### src/rtl/frame_tg_pkg.sv
package frame_tg_pkg;

  // Width of a signed counter able to hold -n and small positives.
  function automatic int signed_width(input int n);
    return $clog2(n) + 1;
  endfunction

  // Two's complement pattern of -n in a w-bit field.
  function automatic int neg_pattern(input int n, input int w);
    return (1 << w) - n;
  endfunction

endpackage

### src/rtl/frame_tg_main.sv
module frame_tg_main
  import frame_tg_pkg::*;
#(
  parameter int ACTIVE = 1000,
  parameter int TAIL   = 4
) (
  input  logic clk,
  input  logic rst,
  input  logic run_i,
  output logic window_o,
  output logic wrap_o,
  output logic first_o
);
  localparam int W      = signed_width(ACTIVE);
  localparam int TBITS  = $clog2(TAIL);
  localparam logic [W-1:0] START = W'(neg_pattern(ACTIVE, W));

  logic [W-1:0] pos_q;
  logic         first_q;
  logic         at_term;

  // Terminal value TAIL-1: sign clear and low bits all ones.
  assign at_term  = ~pos_q[W-1] & (&pos_q[TBITS-1:0]);
  assign wrap_o   = run_i & at_term;
  assign window_o = pos_q[W-1];
  assign first_o  = first_q;

  always_ff @(posedge clk) begin
    if (rst) begin
      pos_q   <= START;
      first_q <= 1'b1;
    end else if (run_i) begin
      pos_q   <= at_term ? START : pos_q + 1'b1;
      first_q <= at_term;
    end
  end
endmodule

### src/rtl/frame_tg_sub.sv
module frame_tg_sub
  import frame_tg_pkg::*;
#(
  parameter int PERIOD = 250
) (
  input  logic clk,
  input  logic rst,
  input  logic run_i,
  input  logic reload_i,
  output logic under_o
);
  localparam int W = signed_width(PERIOD);
  localparam logic [W-1:0] LOAD_FRAME = W'(PERIOD - 1);
  // The -1 cycle itself stands in for the top value, hence one less.
  localparam logic [W-1:0] LOAD_UNDER = W'(PERIOD - 2);

  logic [W-1:0] cnt_q;

  assign under_o = cnt_q[W-1];

  always_ff @(posedge clk) begin
    if (rst)               cnt_q <= LOAD_FRAME;
    else if (run_i) begin
      if (reload_i)        cnt_q <= LOAD_FRAME;
      else if (cnt_q[W-1]) cnt_q <= LOAD_UNDER;
      else                 cnt_q <= cnt_q - 1'b1;
    end
  end
endmodule

### src/rtl/frame_tg_gen.sv
module frame_tg_gen #(
  parameter int ACTIVE = 1000,
  parameter int TAIL   = 4,
  parameter int PERIOD = 250
) (
  input  logic clk,
  input  logic rst,
  input  logic run_i,
  output logic en_o,
  output logic frame_start_o,
  output logic sub_start_o
);
  logic frame_wrap;
  logic frame_first;
  logic sub_under;

  frame_tg_main #(.ACTIVE(ACTIVE), .TAIL(TAIL)) u_main (
    .clk(clk), .rst(rst), .run_i(run_i),
    .window_o(en_o), .wrap_o(frame_wrap), .first_o(frame_first)
  );

  frame_tg_sub #(.PERIOD(PERIOD)) u_sub (
    .clk(clk), .rst(rst), .run_i(run_i),
    .reload_i(frame_wrap), .under_o(sub_under)
  );

  assign frame_start_o = run_i & frame_first;
  assign sub_start_o   = run_i & (frame_first | (sub_under & en_o));
endmodule

### config.mk
export PLATFORM = sky130hd
export DESIGN_NAME = frame_tg_gen
export DESIGN_NICKNAME = d
export VERILOG_FILES = /design/src/rtl/frame_tg_pkg.sv /design/src/rtl/frame_tg_main.sv /design/src/rtl/frame_tg_sub.sv /design/src/rtl/frame_tg_gen.sv
export SDC_FILE = /design/constraint.sdc
export NUM_CORES = 1
export LEC_CHECK = 0
export CAP_MARGIN = 20
export CORE_AREA = 2 2 53 55
export CTS_CLUSTER_SIZE = 30
export DETAILED_ROUTE_END_ITERATION = 8
export DIE_AREA = 0 0 55 57
export PLACE_DENSITY = 0.52
export SYNTH_ARGS = -nofsm -noshare
export SYNTH_HDL_FRONTEND = slang
export SYNTH_SLANG_ARGS = --single-unit
### constraint.sdc
create_clock -name clk -period 2 [get_ports clk]
set_clock_uncertainty 0.05 [all_clocks]
set_input_delay 0.2 -clock clk [delete_from_list [all_inputs] [get_ports clk]]
set_output_delay 0.2 -clock clk [all_outputs]
set_load 0.01 [all_outputs]
==> results of run 1 <==
stage by stage:
step	instance area, µm²	hold WS (ps)	power (mW)	util, %	cells
5_1_grt	1080	471.3	0.7516	41.29	148
3_3_place_gp	1052	410.0	0.5118	40.24	144
2_1_floorplan	963.4	219.1	0.4900	-	109
6_report	1080	430.0	0.7112	41.29	148
4_1_cts	1080	436.6	0.7197	41.29	148
3_5_place_dp	1052	411.8	0.5127	40.24	144
worst reg2reg max path, cell delays in order, from the launching register on:
cell     delay (ps)
dfxtp_1         390
or4_4           560
o21ai_1         120
or4b_1          420
registers in the layout (all words and copies together), names as in the netlist:
| register | count |
|---|---|
| u_main.pos_q | 11 |
| u_main.first_o | 1 |
| u_sub.cnt_q | 9 |
synthesized netlist by cell type, types with 2 or more instances:
cell / number / area share (%)
nor4_1: 3 / 1.9
nand3b_1: 2 / 1.6
nand2_1: 7 / 2.7
clkbuf_1: 2 / 0.78
nand4_1: 5 / 3.2
o211ai_1: 2 / 1.6
o31ai_1: 3 / 2.3
xnor2_1: 4 / 3.6
or4_1: 3 / 2.3
nor3_1: 3 / 1.6
or3_1: 2 / 1.3
mux2i_1: 2 / 2.1
dfxtp_1: 21 / 44
inv_1: 7 / 2.7
a21oi_1: 9 / 4.7
ha_1: 2 / 2.6
nor2b_1: 2 / 1.3
xor2_1: 2 / 1.8
o21ai_0: 5 / 2.6
nand3_1: 4 / 2.1
nor2_1: 7 / 2.7
power groups by stage:
stage | combinational (mW) | sequential, mW | clock, mW
floorplan | 0.0412 | 0.449 | 0
global placement | 0.0605 | 0.451 | 0
detailed placement | 0.0611 | 0.452 | 0
CTS | 0.0614 | 0.442 | 0.216
global route | 0.0689 | 0.444 | 0.238
finish | 0.0604 | 0.442 | 0.209
final cells by class:
type | instances | area share [%]
Inverter | 7 | 2.433
Sequential cell | 21 | 38.93
Tap cell | 31 | 3.592
Clock inverter | 1 | 0.4635
Multi-Input combinational cell | 79 | 47.16
Clock buffer | 3 | 2.086
Timing Repair Buffer | 6 | 5.330
cells by family (layout without fill, tap and decap cells):
logic type	count (synthesis)	in the layout	share of synthesized area, %
adders and majority gates	2	2	2.597
xor gates and xnor gates	6	6	5.455
muxes	2	2	2.078
AOI/OAI and AO/OA	23	23	14.15
and+or+nand+nor	46	46	28.57
DFF	21	21	43.64
buffers and inverters	9	17	3.507
layer usage:
metal / share of wire (%) / up-vias
met5: 0 / -
met4: 0.88 / 0
met3: 2.6 / 2
met2: 42 / 11
met1: 54 / 356
li1: - / 414
path summary, 6_finish.rpt:
| kind | from | to | slack (ps) |
|---|---|---|---|
| worst max-delay path | run_i | sub_start_o | 160 |
| worst min-delay path | u_main.first_o$_SDFFE_PP1P_ | u_main.first_o$_SDFFE_PP1P_ | 430 |
| worst max register to register | u_sub.cnt_q[3]$_SDFFE_PP1P_ | u_sub.cnt_q[7]$_SDFFE_PP1P_ | 340 |
| worst min register to register | u_main.first_o$_SDFFE_PP1P_ | u_main.first_o$_SDFFE_PP1P_ | 430 |
==> run metrics, run 1 <==
root buffer cell=clkbuf_4; Post-Syn Instances=109; Stages on worst setup path=4; most frequent CP cell=clkdlybuf4s50_1; worst path required time=1750 ps; Slew headroom=65.58%; max cap viols=0; PD cells=658.7 nW/µm²; Vias=783; Sequential cell area=420.4 µm²; global-route wire length before repair=3312 µm; critical path, cell by cell=clkdlybuf4s50_1, buf_4, nor2b_1, clkdlybuf4s50_1; Final Hold Vio Count=0; Logic pwr share=8.5%; YS warnings=0; TritonCTS clock tree=built; Initial DRT Pass Iterations=4; largest net degree at the start of global routing=22; Worst Hold Class=reg -> reg; sum of buffers and inverters on the critical path=3; Post-Synthesis Cell Area=963.4 µm²; CTS H-tree lvls=1; clk buf depth=2; met1 usage=23.19%; Post-DP HPWL=1312 µm; post-cts sizing count=0; post-synth cell types=33; Port Buffers=5; Max rail drop VDD=0.0003156 V; switching share of power=24.83%; Post-synth ARST share=0%; nets=123; CP max stage delay=540 ps; die width=55 µm; Hold-fix buffers, CTS=0; # rows=19; total track usage=14.17%; number of I/O pins=6; Initial Utilization=36.84%; overflow left after global routing=0; Final Max Slew Viols=0; multi-input logic area=509.2 µm²; Reg2Reg Depth=3; Layout fillers=270; Setup CP Type=in -> out; status=finished clean; Max Fclk=544.5 MHz; Worst-Skew Late Latency=300 ps; P&R area growth vs syn=12.08%; critical path peak fanout=21; layout cell share with drive strength beyond 1=6.838%; Int Pwr=534.6 µW; most common cell after layout, fill and taps aside=dfxtp_1; Pleak=0.3891 nW; Seq/Total Area, Yosys=43.64%; net load switching power=176.6 µW; Critical Path Source Type=primary input; RSZ-0062 raised after global routing=no; final wirelength=1812 µm; worst setup margin=163.5 ps; die area=3135 µm²; initial antenna violation count=0; commonest non-fill, non-tap cells in the layout=dfxtp_1, a21oi_1, inv_1, nand2_1, nor2_1; CP max stage cell=clkdlybuf4s50_1; Clk pwr share=29.4%; met2 Usage GRT=18.88%; Post-synth EDFFs=0; CTS Sinks=21; crit path time final=1837 ps; Syn Nets=114; Hold Path Stages=2; Synth Flop Type=dfxtp_1; Antenna Cells=0; Final Cycle Share=91.83%; ANT nets after route=0; gpl congestion=0.7862; busiest layer in global routing=met1; crit end category=primary output; pre-CTS setup slack=84.28 ps; GR Util met3=1.571%; post-CTS setup buffers=0; sequential share of power=62.1%; core box area=2615 µm²; cell family with most CP delay=buffers and inverters; average wire per standard cell=12.24 µm; Synth Area per Inst=8.839 µm²; Worst Tran Pin Value=511.0 ps; FF+latch count, synth=21; clk slew on worst S/H paths=120 ps; Critical Path AT=1590 ps; # DRC=0; Finish-stage setup viols=0; Final TNS setup=0 ps; Initial DRC Count=14; chip height=57 µm; Via-to-Cell Ratio=5.291; CTS buffer count=3; vias in the first global route=731
(Power assumes the default switching activity.)
==> inputs of run 2 (changes only) <==
Settings changed: GPL_TIMING_DRIVEN set to 0.
==> run 2 against run 1 <==
Effect of this change: first-iteration DRC count decreased by 43%; setup slack improved by 38 ps; utilization grew 0.43 points; power is essentially flat; maximum frequency grew 2.1%; critical endpoint unchanged; sequential share of layout area down 0.40 points; non-clock buffer count is 1 higher; largest cell class unchanged; clock power shrank 2%; sequential power barely moved; die area stayed put.
==> run metrics, run 2 (synthesis results as in run 1) <==
status=finished clean; Initial DRC Count=8; CP max stage cell=clkdlybuf4s50_1; Max Fclk=556.0 MHz; Worst-Skew Late Latency=300 ps; overflow left after global routing=0; layout cell share with drive strength beyond 1=6.780%; Via-to-Cell Ratio=5.483; Worst Tran Pin Value=570.1 ps; Pleak=0.3947 nW; sum of buffers and inverters on the critical path=4; ANT nets after route=0; vias in the first global route=748; initial antenna violation count=0; global-route wire length before repair=3353 µm; Max rail drop VDD=0.0003424 V; PD cells=651.6 nW/µm²; crit path time final=1798 ps; Vias=817; # rows=19; gpl congestion=0.7417; P&R area growth vs syn=13.25%; die area=3135 µm²; Hold-fix buffers, CTS=0; die width=55 µm; Final Cycle Share=89.92%; Biggest register=u_main.pos_q; Finish-stage setup viols=0; CTS H-tree lvls=1; Post-DP HPWL=1411 µm; number of I/O pins=6; Setup CP Type=in -> out; CTS buffer count=3; root buffer cell=clkbuf_4; clk slew on worst S/H paths=110 ps; Port Buffers=5; post-layout power=710.9 µW; Critical Path Source Type=primary input; crit end category=primary output; Critical Path AT=1550 ps; CTS Sinks=21; # DRC=0; nets=124; Antenna Cells=0; total track usage=14.34%; Final Hold Vio Count=0; max cap viols=0; Initial DRT Pass Iterations=4; pre-CTS setup slack=-413.9 ps; final wirelength=1886 µm; clk buf depth=2; Initial Utilization=36.84%; Slew headroom=61.59%; critical path, cell by cell=dlygate4sd2_1, clkbuf_8, clkbuf_4, nor2b_1, clkdlybuf4s50_1; critical path peak fanout=10; worst setup margin=201.6 ps; Final Max Slew Viols=0; cell family with most CP delay=buffers and inverters; worst path required time=1750 ps; most common cell after layout, fill and taps aside=dfxtp_1; chip height=57 µm; average wire per standard cell=12.66 µm; Worst Hold Class=reg -> reg; RSZ-0062 raised after global routing=no; max reg flops=11; TritonCTS clock tree=built; post-CTS setup buffers=0; largest net degree at the start of global routing=12; core box area=2615 µm²; commonest non-fill, non-tap cells in the layout=dfxtp_1, a21oi_1, inv_1, nand2_1, nor2_1; CP max stage delay=540 ps
run 2: metal layers:
layer,global-route usage [%],share of wire (%),vias to the layer above
li1,-,-,416
met1,20.67,52,384
met2,20.92,43,15
met3,3.141,3.7,2
met4,5.226,1.0,0
met5,0,0,-
run 2: what timing repair did:
| item | 4_1_cts | 5_1_grt |
|---|---|---|
| gates resized for setup | 6 | 0 |
| hold endpoints to repair | 0 | 0 |
| setup endpoints to repair | 2 | 0 |
run 2: through the flow:
stage	instances	util, %	hold slack (ps)	instance area (µm²)	setup TNS, ps
final	149	41.72	439.2	1091	0
after global routing	149	41.72	456.3	1091	0
after CTS	149	41.72	437.4	1091	0
after detailed placement	145	40.24	424.8	1052	-1083
after global placement	145	40.24	406.4	1052	-1139
after floorplan	109	-	219.1	963.4	0
run 2: worst paths after layout:
path | start | cells after the start | slack (ps) | end
worst max-delay path | run_i | 5 | 200 | sub_start_o
worst min-delay path | u_main.first_o$_SDFFE_PP1P_ | 2 | 440 | u_main.first_o$_SDFFE_PP1P_
worst max register to register | u_sub.cnt_q[3]$_SDFFE_PP1P_ | 3 | 340 | u_sub.cnt_q[7]$_SDFFE_PP1P_
worst min register to register | u_main.first_o$_SDFFE_PP1P_ | 2 | 440 | u_main.first_o$_SDFFE_PP1P_
run 2: cell type report:
type,count,area [µm²]
Clock buffer,4,26.28
Fill cell,286,1524
Tap cell,31,38.79
Sequential cell,21,420.4
Buffer,2,21.27
Inverter,7,26.28
Timing Repair Buffer,5,48.80
Multi-Input combinational cell,79,509.2
run 2: power by group:
group / switching [mW] / total (mW) / internal, mW
sequential: 0.0116 / 0.442 / 0.431
combinational: 0.0333 / 0.0642 / 0.0310
clock: 0.127 / 0.205 / 0.0776
run 2: worst register-to-register path: stages, from the launching register on:
cell	delay, ps
dfxtp_1	390
or4_4	560
o21ai_1	120
or4b_1	430
==> inputs of run 3 (changes only) <==
Settings changed: ABC_CLOCK_PERIOD_IN_PS set to 2000, CELL_PAD_IN_SITES_DETAIL_PLACEMENT set to 1, CELL_PAD_IN_SITES_GLOBAL_PLACEMENT set to 2, CORE_AREA 2 2 53 55 to 2 2 56 58, DIE_AREA 0 0 55 57 to 0 0 58 60, PLACE_DENSITY 0.52 to 0.7.
==> run 3 against run 2 <==
Effect of this change: register-to-register slack lost 20 ps; cell count rose by 1.3%; sequential share of layout area fell by 0.088 points; combinational power is essentially flat; critical endpoint unchanged; critical path type unchanged; worst hold slack lost 4.3 ps.
==> run metrics, run 3 (synthesis results as in run 1) <==
status=finished clean; average wire per standard cell=14.27 µm; crit end category=primary output; critical path, cell by cell=dlygate4sd2_1, clkbuf_8, clkbuf_4, nor2b_1, clkdlybuf4s50_1; CTS Sinks=21; Initial DRC Count=14; Placed Cells=147; die width=58 µm; Met1 Wirelength=1185 µm; final wirelength=2155 µm; gpl congestion=0.7184; Max rail drop VDD=0.0003039 V; CP max stage cell=clkdlybuf4s50_1; nets=124; layout cell share with drive strength beyond 1=6.780%; Critical Path Source Type=primary input; Max Fclk=551.0 MHz; Initial DRT Pass Iterations=3; max reg flops=11; initial antenna violation count=0; P&R area growth vs syn=13.51%; PD cells=661.9 nW/µm²; Worst Hold Class=reg -> reg; post-layout power=723.8 µW; worst path required time=1750 ps; RSZ-0062 raised after global routing=no; Worst Tran Pin Value=566.6 ps; Final Hold Vio Count=0; Initial Utilization=33.19%; crit path time final=1815 ps; critical path peak fanout=10; Post-DP HPWL=1618 µm; # DRC=0; max cap viols=0; Port Buffers=5; Final Max Slew Viols=0; Via-to-Cell Ratio=5.437; CP max stage delay=540 ps; WL met3=45 µm; Hold-fix buffers, CTS=0; chip height=60 µm; die area=3480 µm²; root buffer cell=clkbuf_4; Antenna Cells=0; Min Hold Slack=434.9 ps; commonest non-fill, non-tap cells in the layout=dfxtp_1, a21oi_1, inv_1, nand2_1, nor2_1; vias in the first global route=832; CTS buffer count=3; Layout fillers=354; Finished Layout Cells=151; clk slew on worst S/H paths=130 ps; Finish-stage setup viols=0; total track usage=14.49%; largest net degree at the start of global routing=12; core box area=2903 µm²; number of I/O pins=6; Slew headroom=61.83%; # rows=20; Worst-Skew Late Latency=320 ps; placed cell areas=1055 µm²; Vias=821; top layer in use=met4; overflow left after global routing=0; most common cell after layout, fill and taps aside=dfxtp_1; TritonCTS clock tree=built; global-route wire length before repair=3781 µm; Critical Path AT=1560 ps; CTS H-tree lvls=1; fin area=1094 µm²; Setup CP Type=in -> out; DR WL met2=885 µm; Biggest register=u_main.pos_q; ANT nets after route=0; Pleak=0.3947 nW; clk buf depth=2; Final Cycle Share=90.74%
run 3: cell counts in the layout (fill, tap and decap cells not counted):
Identical to the previous run, type by type.
run 3: where the power goes:
group	internal, mW	switching [mW]	total [mW]
logic	0.0309	0.0330	0.0640
registers	0.431	0.0119	0.443
clock network	0.0779	0.139	0.217
total	0.539	0.184	0.724
run 3: per-stage QoR:
step           utilization (%)  setup TNS, ps  setup slack (ps)
2_1_floorplan                -              0             425.5
3_3_place_gp             36.34          -1321            -459.5
3_5_place_dp             36.34          -1374            -468.0
4_1_cts                  37.67              0             171.1
5_1_grt                  37.67              0             93.71
6_report                 37.67              0             185.3
run 3: cell type report:
class	instances	area (µm²)	area share, %
flip-flops and latches	21	420.4	38.44
plain buffers	2	21.27	1.945
inverters	7	26.28	2.403
repair buffers	5	48.80	4.462
well taps	33	41.29	3.776
multi-input cells	79	509.2	46.57
clock buffers	4	26.28	2.403
run 3: worst paths after layout:
path	startpoint	end	slack (ps)	cells past startpoint
setup / recovery	run_i	sub_start_o	190	5
hold / removal	u_main.first_o$_SDFFE_PP1P_	u_main.first_o$_SDFFE_PP1P_	430	2
setup reg to reg	u_sub.cnt_q[3]$_SDFFE_PP1P_	u_sub.cnt_q[7]$_SDFFE_PP1P_	320	3
hold reg to reg	u_main.first_o$_SDFFE_PP1P_	u_main.first_o$_SDFFE_PP1P_	430	2
run 3: worst max-delay path, delay by kind of cell:
family / cells / cell delay (ps)
buffers and inverters: 4 / 1210
and+or+nand+nor: 1 / 150
run 3: layer usage:
metal  GRT usage (%)  up-vias
met5               0        -
met3           2.165        4
met1           19.50      391
met4           7.973        0
li1                -      418
met2           22.24        8
run 3: timing repair:
action / in CTS / in global routing
resized for setup: 6 / 0
buffers inserted: 0 / 0
setup endpoints to repair: 2 / 0
